## src/rtl/dcd_pkg.sv

```systemverilog
// Shared types of the strobe cycle decoder.
// Assumes: cycle-kind codes are visible at the top port and are fixed.
package dcd_pkg;

    typedef enum logic [3:0] {
        K_NONE       = 4'd0,
        K_READ       = 4'd1,
        K_EARLY_WR   = 4'd2,
        K_LATE_WR    = 4'd3,
        K_RMW        = 4'd4,
        K_WR_BLOCKED = 4'd5,
        K_RAS_ONLY   = 4'd6,
        K_CBR        = 4'd7,
        K_HIDDEN     = 4'd8,
        K_SELF       = 4'd9
    } cyc_kind_t;

    typedef enum logic [2:0] {
        ST_IDLE,
        ST_ROW,
        ST_COL,
        ST_CBR,
        ST_SELF
    } dcd_state_t;

endpackage

```

## src/rtl/dcd_sync.sv

```systemverilog
// Two-flop synchroniser per strobe, plus a third flop for edge detection.
// Assumes: strobes are active low, so every stage resets to 1.
// lvl is the synchronised level; chg is 1 for one cycle after lvl changes.
module dcd_sync #(
    parameter int W = 4
) (
    input  logic         clk,
    input  logic         rst_n,
    input  logic [W-1:0] raw,
    output logic [W-1:0] lvl,
    output logic [W-1:0] chg
);

    for (genvar i = 0; i < W; i++) begin : g_bit
        logic s1, s2, s3;

        // Capture, settle and delay one strobe bit.
        always_ff @(posedge clk) begin
            if (!rst_n) begin
                s1 <= 1'b1;
                s2 <= 1'b1;
                s3 <= 1'b1;
            end else begin
                s1 <= raw[i];
                s2 <= s1;
                s3 <= s2;
            end
        end

        assign lvl[i] = s2;
        assign chg[i] = s2 ^ s3;
    end

endmodule

```

## src/rtl/dcd_ctrl.sv

```systemverilog
// Cycle state machine: classifies each strobe sequence by edge order.
// It latches the row and column, issues write/read/refresh pulses and
// owns the refresh row counter and the self-refresh timer.
// Assumes: strobe bits are {oe, we, cas, ras}, already synchronised.
// Address and data are stable around each strobe edge.
module dcd_ctrl
    import dcd_pkg::*;
#(
    parameter int ADDR_W      = 12,
    parameter int DATA_W      = 4,
    parameter int SELF_CYCLES = 25000
) (
    input  logic              clk,
    input  logic              rst_n,
    input  logic [3:0]        lvl,
    input  logic [3:0]        chg,
    input  logic [ADDR_W-1:0] addr,
    input  logic [DATA_W-1:0] din,
    input  logic              held,
    output logic [ADDR_W-1:0] row_q,
    output logic [ADDR_W-1:0] col_q,
    output logic              wr_stb,
    output logic [DATA_W-1:0] wr_data,
    output logic              rd_stb,
    output logic              out_kill,
    output logic              rfsh_stb,
    output logic [ADDR_W-1:0] rfsh_row,
    output logic              self_rfsh,
    output cyc_kind_t         cyc_kind
);

    localparam int TMR_W = $clog2(SELF_CYCLES + 1);

    dcd_state_t        state;
    logic [ADDR_W-1:0] rcnt;
    logic [TMR_W-1:0]  tmr;
    logic              early, oe_seen, col_seen;

    logic ras_fall, ras_rise, cas_fall, cas_rise, we_fall, oe_fall;
    logic cas_lvl, we_lvl, oe_lvl;

    // Edge and level decode of the synchronised strobes.
    always_comb begin
        ras_fall = chg[0] & ~lvl[0];
        ras_rise = chg[0] &  lvl[0];
        cas_fall = chg[1] & ~lvl[1];
        cas_rise = chg[1] &  lvl[1];
        we_fall  = chg[2] & ~lvl[2];
        oe_fall  = chg[3] & ~lvl[3];
        cas_lvl  = lvl[1];
        we_lvl   = lvl[2];
        oe_lvl   = lvl[3];
    end

    assign self_rfsh = (state == ST_SELF);

    // Cycle state machine with the registered strobes it issues.
    always_ff @(posedge clk) begin
        if (!rst_n) begin
            state    <= ST_IDLE;
            row_q    <= '0;
            col_q    <= '0;
            rcnt     <= '0;
            tmr      <= '0;
            early    <= 1'b0;
            oe_seen  <= 1'b0;
            col_seen <= 1'b0;
            wr_stb   <= 1'b0;
            wr_data  <= '0;
            rd_stb   <= 1'b0;
            out_kill <= 1'b0;
            rfsh_stb <= 1'b0;
            rfsh_row <= '0;
            cyc_kind <= K_NONE;
        end else begin
            wr_stb   <= 1'b0;
            rd_stb   <= 1'b0;
            out_kill <= 1'b0;
            rfsh_stb <= 1'b0;
            case (state)
                ST_IDLE: begin
                    if (ras_fall && !cas_lvl) begin
                        state    <= ST_CBR;
                        rfsh_stb <= 1'b1;
                        rfsh_row <= rcnt;
                        rcnt     <= rcnt + 1'b1;
                        tmr      <= '0;
                        cyc_kind <= held ? K_HIDDEN : K_CBR;
                    end else if (ras_fall) begin
                        state    <= ST_ROW;
                        row_q    <= addr;
                        col_seen <= 1'b0;
                    end
                end
                ST_ROW: begin
                    if (ras_rise) begin
                        state <= ST_IDLE;
                        if (!col_seen) begin
                            rfsh_stb <= 1'b1;
                            rfsh_row <= row_q;
                            cyc_kind <= K_RAS_ONLY;
                        end
                    end else if (cas_fall) begin
                        state    <= ST_COL;
                        col_q    <= addr;
                        col_seen <= 1'b1;
                        early    <= ~we_lvl;
                        oe_seen  <= ~oe_lvl;
                        if (!we_lvl) begin
                            wr_stb   <= 1'b1;
                            wr_data  <= din;
                            out_kill <= 1'b1;
                            cyc_kind <= K_EARLY_WR;
                        end else begin
                            rd_stb   <= 1'b1;
                            cyc_kind <= K_READ;
                        end
                    end
                end
                ST_COL: begin
                    if (ras_rise) begin
                        state <= ST_IDLE;
                    end else if (cas_rise) begin
                        state <= ST_ROW;
                    end else if (we_fall && !early) begin
                        if (oe_lvl) begin
                            wr_stb   <= 1'b1;
                            wr_data  <= din;
                            out_kill <= 1'b1;
                            cyc_kind <= oe_seen ? K_RMW : K_LATE_WR;
                        end else begin
                            cyc_kind <= K_WR_BLOCKED;
                        end
                    end else if (oe_fall) begin
                        oe_seen <= 1'b1;
                    end
                end
                ST_CBR: begin
                    if (ras_rise) begin
                        state <= ST_IDLE;
                    end else if (tmr == TMR_W'(SELF_CYCLES - 1)) begin
                        state    <= ST_SELF;
                        cyc_kind <= K_SELF;
                    end else begin
                        tmr <= tmr + 1'b1;
                    end
                end
                ST_SELF: begin
                    if (ras_rise) state <= ST_IDLE;
                end
                default: state <= ST_IDLE;
            endcase
        end
    end

endmodule

```

## src/rtl/dcd_store.sv

```systemverilog
// Stand-in cell array plus the output hold register.
// Assumes: index = {row low bits, column low bits}; reads load the hold
// register, which is released whenever the column strobe is high.
module dcd_store #(
    parameter int DATA_W   = 4,
    parameter int IDX_W    = 4
) (
    input  logic              clk,
    input  logic              rst_n,
    input  logic              cas_hi,
    input  logic [IDX_W-1:0]  idx,
    input  logic              wr_stb,
    input  logic [DATA_W-1:0] wr_data,
    input  logic              rd_stb,
    input  logic              kill,
    output logic [DATA_W-1:0] out_data,
    output logic              out_valid
);

    localparam int DEPTH = 1 << IDX_W;

    logic [DATA_W-1:0] mem [DEPTH];

    // Array write port, cleared on reset.
    always_ff @(posedge clk) begin
        if (!rst_n) begin
            for (int i = 0; i < DEPTH; i++) mem[i] <= '0;
        end else if (wr_stb) begin
            mem[idx] <= wr_data;
        end
    end

    // Output hold register: loads on read, drops on release or kill.
    always_ff @(posedge clk) begin
        if (!rst_n) begin
            out_data  <= '0;
            out_valid <= 1'b0;
        end else if (cas_hi || kill) begin
            out_valid <= 1'b0;
        end else if (rd_stb) begin
            out_data  <= mem[idx];
            out_valid <= 1'b1;
        end
    end

endmodule

```

## src/rtl/dram_cycle_decoder.sv

```systemverilog
// Device-side strobe cycle decoder of a DRAM emulator.
// Assumes: strobes are asynchronous and active low; address and data are
// stable from one clock before a strobe edge until four clocks after it.
module dram_cycle_decoder #(
    parameter int ADDR_W       = 12,
    parameter int DATA_W       = 4,
    parameter int MEM_ROW_BITS = 2,
    parameter int MEM_COL_BITS = 2,
    parameter int SELF_CYCLES  = 25000
) (
    input  logic              clk,
    input  logic              rst_n,
    input  logic              ras_n,
    input  logic              cas_n,
    input  logic              we_n,
    input  logic              oe_n,
    input  logic [ADDR_W-1:0] addr,
    input  logic [DATA_W-1:0] din,
    output logic [DATA_W-1:0] dout,
    output logic              dq_oe,
    output logic [ADDR_W-1:0] row_q,
    output logic [ADDR_W-1:0] col_q,
    output logic              wr_stb,
    output logic [DATA_W-1:0] wr_data,
    output logic              rd_stb,
    output logic              rfsh_stb,
    output logic [ADDR_W-1:0] rfsh_row,
    output logic              self_rfsh,
    output logic [3:0]        cyc_kind
);

    localparam int IDX_W = MEM_ROW_BITS + MEM_COL_BITS;

    logic [3:0]          lvl, chg;
    logic                ras_lvl, cas_lvl;
    logic                out_valid, out_kill;
    logic [IDX_W-1:0]    idx;
    dcd_pkg::cyc_kind_t  kind;

    dcd_sync #(.W(4)) u_sync (
        .clk   (clk),
        .rst_n (rst_n),
        .raw   ({oe_n, we_n, cas_n, ras_n}),
        .lvl   (lvl),
        .chg   (chg)
    );

    assign ras_lvl = lvl[0];
    assign cas_lvl = lvl[1];

    dcd_ctrl #(
        .ADDR_W      (ADDR_W),
        .DATA_W      (DATA_W),
        .SELF_CYCLES (SELF_CYCLES)
    ) u_ctrl (
        .clk       (clk),
        .rst_n     (rst_n),
        .lvl       (lvl),
        .chg       (chg),
        .addr      (addr),
        .din       (din),
        .held      (out_valid),
        .row_q     (row_q),
        .col_q     (col_q),
        .wr_stb    (wr_stb),
        .wr_data   (wr_data),
        .rd_stb    (rd_stb),
        .out_kill  (out_kill),
        .rfsh_stb  (rfsh_stb),
        .rfsh_row  (rfsh_row),
        .self_rfsh (self_rfsh),
        .cyc_kind  (kind)
    );

    assign idx = {row_q[MEM_ROW_BITS-1:0], col_q[MEM_COL_BITS-1:0]};

    dcd_store #(
        .DATA_W (DATA_W),
        .IDX_W  (IDX_W)
    ) u_store (
        .clk       (clk),
        .rst_n     (rst_n),
        .cas_hi    (cas_lvl),
        .idx       (idx),
        .wr_stb    (wr_stb),
        .wr_data   (wr_data),
        .rd_stb    (rd_stb),
        .kill      (out_kill),
        .out_data  (dout),
        .out_valid (out_valid)
    );

    assign cyc_kind = kind;
    assign dq_oe    = out_valid & ~lvl[3] & ~cas_lvl;

endmodule

```

## config.mk

```make
export PLATFORM = sky130hd
export DESIGN_NAME = dram_cycle_decoder
export DESIGN_NICKNAME = d
export VERILOG_FILES = /design/src/rtl/dcd_pkg.sv /design/src/rtl/dcd_sync.sv /design/src/rtl/dcd_ctrl.sv /design/src/rtl/dcd_store.sv /design/src/rtl/dram_cycle_decoder.sv
export SDC_FILE = /design/constraint.sdc
export NUM_CORES = 1
export LEC_CHECK = 0
export ABC_AREA = 1
export BUFFER_PORTS_ARGS = -buffer_cell sky130_fd_sc_hd__buf_2
export CELL_PAD_IN_SITES_DETAIL_PLACEMENT = 0
export CELL_PAD_IN_SITES_GLOBAL_PLACEMENT = 1
export CORE_UTILIZATION = 44
export CTS_CLUSTER_SIZE = 30
export DETAILED_ROUTE_END_ITERATION = 8
export HOLD_SLACK_MARGIN = 0.06
export PLACE_DENSITY = 0.77
export SYNTH_ARGS = -nofsm -noshare
export SYNTH_HDL_FRONTEND = slang
export SYNTH_SLANG_ARGS = --single-unit
```

## constraint.sdc

```tcl
create_clock -name clk -period 1.9 [get_ports clk]
set_input_delay 0.19 -clock clk [delete_from_list [all_inputs] [get_ports clk]]
set_output_delay 0.19 -clock clk [all_outputs]
set_load 0.005 [all_outputs]
```

==> flow_summary.ini, run 1 <==
[outcome]
status = finished, final reports clean

[worst_setup_path]
r2r_start = u_ctrl.state[1]
crit_type = register to register
critical_path.max_fanout = 9
cp_cell_sequence = clkinv_2, nand2_4, nor2_4, nand2_2, clkinv_1, nor2_1, nand4_1, nand2_1, nor2_1
end_kind = register
timing.rr.end = u_ctrl.state[1]
cp.depth = 9
r2r_cells = 9
worst_path_max_delay_cell = dfxtp_1
crit_top_cell = nor2_1
path_delay_family = simple AND/OR/NAND/NOR gates
endpoint = u_ctrl.state[1]
worstPathArrival_ns = 2.05
cp-startpoint = u_ctrl.state[1]
cp.required_ns = 2.22
crit_buf_inv = 2
reg2reg_slack_ns = 0.16
slowest_delay_ns = 0.55
critPathLaunchType = register

[floorplanning]
die_y_um = 132
rows = 47
die_area_um2 = 17500
ioPinCount = 75
start_util_pct = 45.0
die_width_um = 132
core_area_um2 = 16600

[job]
maxCapViolCount = 0

[final_layout]
drive_gt1_share_pct = 18.9
multi_input_comb_area_um2 = 3120
seq_area_um2 = 3860
nets = 1035
utilization_pct = 53.6
fillers = 1651
diodes = 0
areaGrowthSynthToFinish_pct = 19.2

[timing]
setup_viol = 0
drv_slew = 0
min_period_over_period_pct = 91.4
maxSlewHeadroom_pct = 67.5
rsz0062_at_grt = false
fin_setup_tns_ns = 0
finalClockSkew_ns = 0.00882
hold_viol = 0
worst_slew_pin_slew_ns = 0.486
period_needed_ns = 1.74
clock.fmax_mhz = 576

[yosys]
ys_warn_count = 0
synth_cell_types = 41
ys_ff_latch = 161
synth_edf_count = 64
synth_top_area_cell = dfxtp_1
synth_top_area_share_pct = 26.0
syn_inst = 915
ys_seq_area_share_pct = 51.8
syn-num-nets = 939
synth_area_leaders = dfxtp_1, edfxtp_1, nand2_1
avgSynthCellArea_um2 = 8.15
syn_area_um2 = 7460
synth_ff_type = dfxtp_1
async_flop_share_pct = 0

[route]
vias = 6301
drc_errors = 0
drt-vias-per-instance = 5.07
antenna_left = 0
avgRoutedWirePerCell_um = 14.6
drt_iter0_markers = 480
dr.pass1.iters = 5
wl_um = 18200

[cts]
h-tree-depth = 4
cts_made_buffers = 17
cts_root_buffer = clkbuf_16
cts_tree = yes
clock_sinks = 161
clk_pin_slew_ns = 0.07
clk_latency_ns = 0.42
cts_buffer_depth = 2

[global_routing]
grt-ovfl-total = 0
grtUsageTotal_pct = 21.5
grt_pass1_wl_um = 29600
antenna_found_initial = 0
grt_pass1_vias = 5967
grt_max_degree = 79

[placement]
io_buffers = 74
hpwl_um = 12500
gp_congestion = 0.798

[power_and_ir_drop]
p_per_area_nw_per_um2 = 1090
power.leakage_nw = 3.50
vdd_drop_max_mv = 0.666

[worst_hold_path]
worstHoldPathType = primary input to register
==> routing by layer <==
metal,vias to the layer above,wire length (um),track usage [%]
li1,3203,-,-
met1,2898,8840,28.9
met4,0,217,7.79
met3,18,822,3.50
met5,-,0,0
met2,182,8340,35.0
==> cells in the final DEF, fill, tap and decap left out, types with 13 or more instances in the layout <==
cell type / instances
nor2_1: 175
a21oi_1: 34
inv_1: 61
buf_2: 74
dlygate4sd3_1: 19
dfxtp_1: 96
edfxtp_1: 64
nand2_1: 212
nand3_1: 27
nor3_1: 13
o21ai_0: 45
nand4_1: 20
nand2_2: 17
a22oi_1: 24
buf_4: 22
clkbuf_16: 17
==> stage by stage <==
stage          instances  hold WS (ns)  total power [W]  instance area (um2)  setup slack (ns)
6_report            1244        0.0872          0.00971                 8890             0.163
3_3_place_gp        1193         0.375          0.00624                 8090             0.213
3_5_place_dp        1193         0.379          0.00624                 8090             0.163
5_1_grt             1244         0.151           0.0102                 8890            0.0146
4_1_cts             1244        0.0851          0.00980                 8890             0.140
2_1_floorplan        915         0.297          0.00579                 7460             0.378
==> repair_timing <==
item / CTS / global route
hold buffers: 19 / 0
hold endpoints to repair: 24 / 0
resized for setup: 0 / 1
buffers inserted: 0 / 0
setup endpoints to repair: 0 / 2
==> tightest hold or removal path, cell delays in order <==
cell	delay (ns)
buf_2	0.11
o21ai_0	0.09
nor2_1	0.08
==> cells in the mapped netlist, types with 9 or more instances <==
master and number:
nand4_1 20, buf_2 9, a31oi_1 12, a22oi_1 24, nand2_1 212, o21ai_0 45
nand2_2 17, a21oi_1 34, a21oi_2 11, nand3_1 27, nor2_1 175, inv_1 61
clkbuf_1 22, dfxtp_1 97, nor3_1 13, o21ai_1 9, edfxtp_1 64
==> where the power goes <==
part	total, W	internal, W	switching [W]
sequential	0.00399	0.00380	0.000191
combinational	0.00220	0.000748	0.00145
clock	0.00352	0.00214	0.00138
total	0.00971	0.00668	0.00303
==> layout make-up <==
class	instances	area share, %
Tap cell	220	3.10
Sequential cell	161	43.5
Clock buffer	20	5.14
Inverter	71	3.10
Clock inverter	12	1.77
Multi-Input combinational cell	644	35.1
Timing Repair Buffer	116	8.38
==> worst min-delay path by stage <==
stage,startpoint,end,slack (ns),depth (start not counted)
floorplan,ras_n,u_sync.g_bit[0].s1,0.30,1
global route,addr[4],u_ctrl.col_q[4],0.15,3
detailed placement,we_n,u_sync.g_bit[2].s1,0.38,2
global placement,cas_n,u_sync.g_bit[1].s1,0.37,2
CTS,addr[4],u_ctrl.col_q[4],0.09,3
finish,addr[4],u_ctrl.col_q[4],0.09,3
==> cell families after synthesis <==
| family | Yosys count | share of synthesized area (%) |
|---|---|---|
| AOI/OAI and AO/OA | 137 | 10.9 |
| DFF | 161 | 51.8 |
| and+or+nand+nor | 496 | 29.5 |
| xor gates and xnor gates | 9 | 1.06 |
| buffers and inverters | 110 | 6.42 |
| adders and majority gates | 2 | 0.335 |
==> flip-flops by register name, summed over array words and instances, names as in the netlist, 3 cells and up <==
register,flops
u_store.mem,64
u_ctrl.tmr,15
u_ctrl.col_q,12
u_ctrl.rcnt,12
u_ctrl.rfsh_row,12
u_ctrl.row_q,12
u_ctrl.cyc_kind,4
u_ctrl.wr_data,4
u_store.out_data,4
u_sync.g_bit.s1,4
u_sync.g_bit.s2,4
u_sync.g_bit.s3,4
u_ctrl.state,3
No activity file was read; power rests on OpenSTA's default activity.
==> run 2: changes to the inputs <==
--- a/config.mk
+++ b/config.mk
@@ -9,11 +9,13 @@
 export BUFFER_PORTS_ARGS = -buffer_cell sky130_fd_sc_hd__buf_2
 export CELL_PAD_IN_SITES_DETAIL_PLACEMENT = 0
 export CELL_PAD_IN_SITES_GLOBAL_PLACEMENT = 1
+export CORE_ASPECT_RATIO = 1.25
 export CORE_UTILIZATION = 44
 export CTS_CLUSTER_SIZE = 30
 export DETAILED_ROUTE_END_ITERATION = 8
 export HOLD_SLACK_MARGIN = 0.06
 export PLACE_DENSITY = 0.77
+export SETUP_SLACK_MARGIN = 0.05
 export SYNTH_ARGS = -nofsm -noshare
 export SYNTH_HDL_FRONTEND = slang
 export SYNTH_SLANG_ARGS = --single-unit
==> run 2 against run 1 <==
Effect of this change: critical path depth is 2 lower; final area is 0.56% lower; final cell count is 0.32% lower; wire length is 1.8% higher; sequential cell count stayed put; first-iteration DRC count is 36% lower; combinational power hardly changed; clock-buffer cell count is 2 lower; sequential share of layout area is 0.25 points higher; via count is 2.3% lower; register-to-register slack better by 0.06 ns; largest cell class unchanged; largest power group unchanged; highest routed layer unchanged.
==> flow_summary.ini, run 2 (same netlist as run 1, synthesis figures left out) <==
[worst_setup_path]
cp-startpoint = u_ctrl.state[0]
r2r_start = u_ctrl.state[0]
end_kind = register
critical_path.max_fanout = 15
critPathLaunchType = register
reg2reg_slack_ns = 0.22
endpoint = u_ctrl.tmr[8]
r2r_cells = 7
cp.required_ns = 2.26
crit_type = register to register
timing.rr.end = u_ctrl.tmr[8]
worstPathArrival_ns = 2.04

[final_layout]
areaGrowthSynthToFinish_pct = 18.5
final_cell_mix = nand2_1, nor2_1, dfxtp_1, buf_2, edfxtp_1
diodes = 0
mostFrequentLayoutCell = nand2_1
largest_register = u_store.mem
nets = 1035
largest_register_ff_count = 64
top_regs = u_store.mem x64, u_ctrl.tmr x15
utilization_pct = 53.9
drive_gt1_share_pct = 18.8
instances_no_fill = 1240

[timing]
maxSlewHeadroom_pct = 57.0
clock.fmax_mhz = 595
period_needed_ns = 1.68
drv_slew = 0
finalClockSkew_ns = 0.0147
worst_slew_pin_slew_ns = 0.644
hold_viol = 0
rsz0062_at_grt = false
fin_setup_tns_ns = 0
setup_viol = 0
min_period_over_period_pct = 88.5

[cts]
cts_root_buffer = clkbuf_16
h-tree-depth = 4
clk_pin_slew_ns = 0.06
cts_setup_buffers = 0
clk_latency_ns = 0.43
cts_buffer_depth = 2
cts_made_buffers = 17
cts_tree = yes
clock_sinks = 161

[job]
maxCapViolCount = 0

[floorplanning]
die_area_um2 = 17500
rows = 52
ioPinCount = 75
core_area_um2 = 16400
start_util_pct = 45.5
die_y_um = 148
die_width_um = 118

[route]
avgRoutedWirePerCell_um = 15.0
wl_um = 18500
drt_iter0_markers = 307
dr.pass1.iters = 5
vias = 6156
drt-vias-per-instance = 4.96
drc_errors = 0
antenna_left = 0

[global_routing]
antenna_found_initial = 0
grt_pass1_wl_um = 30300
grt_max_degree = 79
grt_pass1_vias = 6081
grt-ovfl-total = 0
grtUsageTotal_pct = 22.3

[power_and_ir_drop]
p_per_area_nw_per_um2 = 1080
power.leakage_nw = 3.49
vdd_drop_max_mv = 0.596

[worst_hold_path]
worstHoldPathType = primary input to register

[outcome]
status = finished, final reports clean

[placement]
gp_congestion = 0.822
dp.cells = 1190
io_buffers = 74
hpwl_um = 13100
[run 2: layout make-up]
cell class	count	area, um2
Fill cell	1631	7550
Sequential cell	161	3860
Multi-Input combinational cell	644	3120
Timing Repair Buffer	116	743
Clock buffer	18	429
Inverter	71	275
Tap cell	216	270
Clock inverter	14	140
[run 2: repair_timing]
action                                 in CTS  in global routing
hold buffers                               18                  0
setup endpoints to repair                   0                  9
endpoints found under the hold margin      21                  0
resized for setup                           0                  2
[run 2: worst max-delay path, stage by stage (launching register included)]
cell and delay [ns]:
dfxtp_1 0.47, buf_4 0.20, nand3_4 0.12, nand2_1 0.19, nand3_4 0.21, inv_4 0.23
nand2_1 0.07, a21oi_1 0.11
[run 2: metrics by stage]
| stage | worst slack (ns) | total power (W) | area, um2 | hold WS [ns] |
|---|---|---|---|---|
| after CTS | 0.185 | 0.00962 | 8840 | 0.0878 |
| after floorplan | 0.378 | 0.00579 | 7460 | 0.297 |
| after global placement | 0.199 | 0.00626 | 8090 | 0.376 |
| after detailed placement | 0.205 | 0.00625 | 8090 | 0.378 |
| after global routing | 0.0536 | 0.0100 | 8840 | 0.106 |
| final | 0.219 | 0.00953 | 8840 | 0.0877 |
[run 2: power by group]
group	total (W)	switching, W	internal, W	leakage (nW)
logic	0.00222	0.00147	0.000753	1.77
clock network	0.00334	0.00141	0.00193	0.268
registers	0.00397	0.000170	0.00380	1.45
[run 2: how the worst min path moves through the flow]
stage          startpoint                 end  slack [ns]  cells past startpoint
3_5_place_dp        ras_n  u_sync.g_bit[0].s1        0.38                      2
5_1_grt           addr[0]     u_ctrl.col_q[0]        0.11                      3
3_3_place_gp        cas_n  u_sync.g_bit[1].s1        0.38                      2
2_1_floorplan       ras_n  u_sync.g_bit[0].s1        0.30                      1
4_1_cts           addr[0]     u_ctrl.col_q[0]        0.09                      3
6_report          addr[0]     u_ctrl.col_q[0]        0.09                      3
[run 2: metal layers]
layer / part of all wire, % / wire length, um / GRT usage (%)
met5: 0 / 0 / 0
met4: 1.7 / 317 / 8.29
met3: 2.1 / 398 / 3.70
met2: 52 / 9660 / 40.1
met1: 44 / 8170 / 26.5
==> run 3: changes to the inputs <==
--- a/config.mk
+++ b/config.mk
@@ -13,8 +13,7 @@
 export CORE_UTILIZATION = 44
 export CTS_CLUSTER_SIZE = 30
 export DETAILED_ROUTE_END_ITERATION = 8
-export HOLD_SLACK_MARGIN = 0.06
-export PLACE_DENSITY = 0.77
+export PLACE_DENSITY_LB_ADDON = 0.15
 export SETUP_SLACK_MARGIN = 0.05
 export SYNTH_ARGS = -nofsm -noshare
 export SYNTH_HDL_FRONTEND = slang
==> constraint.sdc (replaced) <==
create_clock -name clk -period 1.62 [get_ports clk]
set_input_delay 0.162 -clock clk [delete_from_list [all_inputs] [get_ports clk]]
set_output_delay 0.162 -clock clk [all_outputs]
set_load 0.005 [all_outputs]
==> run 3 against run 2 <==
Effect of this change: clock skew is 0.0065 ns lower; clock-buffer cell count unchanged; clock power rose by 39%; power is 30% higher; register-to-register slack worse by 0.08 ns; global-route usage down 0.18 points; critical path type is now register to output port; largest power group is now the clock network.
==> flow_summary.ini, run 3 (same netlist as run 1, synthesis figures left out) <==
[outcome]
status = finished, final reports clean

[cts]
cts_made_buffers = 17
cts_buffer_depth = 2
clock_sinks = 161
clk_latency_ns = 0.42
cts_tree = yes
cts_root_buffer = clkbuf_16
h-tree-depth = 4
clk_pin_slew_ns = 0.06

[timing]
worst_slew_pin_slew_ns = 0.318
clock.fmax_mhz = 665
drv_slew = 0
fin_setup_tns_ns = 0
hold_slack_ns = 0.0134
period_needed_ns = 1.50
setup_viol = 0
maxSlewHeadroom_pct = 78.8
hold_viol = 0
min_period_over_period_pct = 92.9
finalClockSkew_ns = 0.00824
rsz0062_at_grt = true

[power_and_ir_drop]
vdd_drop_max_mv = 0.707
power_frac_comb_pct = 24.9
power_w = 0.0124
p_per_area_nw_per_um2 = 1330
p_switching_w = 0.00379
power.internal_w = 0.00858
power.leakage_nw = 3.69
p_seq_share_pct = 37.5
clkPwrFrac_pct = 37.6
swShare_pct = 30.6

[floorplanning]
start_util_pct = 45.5
core_area_um2 = 16400
die_y_um = 148
die_width_um = 118
die_area_um2 = 17500
ioPinCount = 75
rows = 52

[placement]
gp_congestion = 0.872
hpwl_um = 13200
dpl_cell_area_um2 = 8320
io_buffers = 74

[worst_setup_path]
cp.required_ns = 1.46
end_kind = output port
cp-startpoint = u_ctrl.state[0]
reg2reg_slack_ns = 0.14
cp_cell_sequence = buf_4, nor3_2, buf_2
critical_path.max_fanout = 4
critPathLaunchType = register
endpoint = self_rfsh
crit_type = register to output port
timing.rr.end = u_ctrl.tmr[9]
worstPathArrival_ns = 1.34
r2r_cells = 8
slowest_delay_ns = 0.36
r2r_start = u_ctrl.state[0]
worst_path_max_delay_cell = dfxtp_2

[route]
drc_errors = 0
dr.pass1.iters = 5
antenna_left = 0
wl_um = 18600
vias = 6191
drt-vias-per-instance = 4.91
drt_iter0_markers = 313
avgRoutedWirePerCell_um = 14.8

[final_layout]
diodes = 0
multi_input_comb_area_um2 = 3220
top_regs = u_store.mem x64, u_ctrl.tmr x15
fillers = 1583
nets = 1055
drive_gt1_share_pct = 24.5
areaGrowthSynthToFinish_pct = 25.1
largest_register = u_store.mem
final_cell_mix = nand2_1, nor2_1, dfxtp_1, buf_2, edfxtp_1
mostFrequentLayoutCell = nand2_1
largest_register_ff_count = 64
seq_area_um2 = 3880
final_area_um2 = 9330

[global_routing]
grt_pass1_vias = 6002
grt_pass1_wl_um = 30200
antenna_found_initial = 0
grtUsageTotal_pct = 22.1
grt-ovfl-total = 0
grt_max_degree = 48

[worst_hold_path]
worstHoldPathType = primary input to register

[job]
maxCapViolCount = 0
run 3: final cells by class:
type	count	share of cell area, %
Clock buffer	18	4.60
Clock inverter	14	2.68
Multi-Input combinational cell	644	34.5
Timing Repair Buffer	136	10.6
Tap cell	216	2.90
Inverter	71	3.12
Sequential cell	161	41.6
run 3: routing by layer:
| layer | vias up | part of all wire, % | track usage (%) |
|---|---|---|---|
| met2 | 86 | 52 | 40.1 |
| met4 | 0 | 1.5 | 6.84 |
| met1 | 2844 | 44 | 26.5 |
| met5 | - | 0 | 0 |
| li1 | 3241 | - | - |
| met3 | 20 | 2.4 | 3.82 |
run 3: how the worst min path moves through the flow:
stage | from | endpoint | depth (start not counted)
5_1_grt | addr[7] | u_ctrl.col_q[7] | 3
3_5_place_dp | ras_n | u_sync.g_bit[0].s1 | 2
3_3_place_gp | cas_n | u_sync.g_bit[1].s1 | 2
2_1_floorplan | ras_n | u_sync.g_bit[0].s1 | 1
4_1_cts | addr[4] | u_ctrl.col_q[4] | 3
6_report | addr[4] | u_ctrl.col_q[4] | 3
run 3: metrics by stage:
| step | setup slack, ns | util, % | cells |
|---|---|---|---|
| global route | 0.0148 | 56.9 | 1260 |
| detailed placement | 0.0317 | 50.7 | 1209 |
| floorplan | 0.0976 | - | 915 |
| global placement | 0.0640 | 50.7 | 1209 |
| finish | 0.115 | 56.9 | 1260 |
| CTS | 0.0665 | 55.6 | 1251 |
run 3: critical path: cells and delay by family (launching register included):
| kind | cells | cell delay (ns) |
|---|---|---|
| AND/OR/NAND/NOR | 1 | 0.24 |
| buffers and inverters | 2 | 0.32 |
| flip-flops | 1 | 0.36 |
run 3: timing repair:
action                                  CTS  global route
pin swaps                                 0             8
resized for setup                         5            43
endpoints found under the setup margin   10            85
hold endpoints to repair                 10             0
hold buffers                             10             0
setup buffers                             0             9
run 3: power groups by stage:
stage	logic, W	clock network (W)	registers, W
floorplan	0.00213	0	0.00466
global placement	0.00277	0	0.00472
detailed placement	0.00277	0	0.00472
CTS	0.00284	0.00471	0.00463
global route	0.00340	0.00486	0.00468
finish	0.00308	0.00465	0.00464
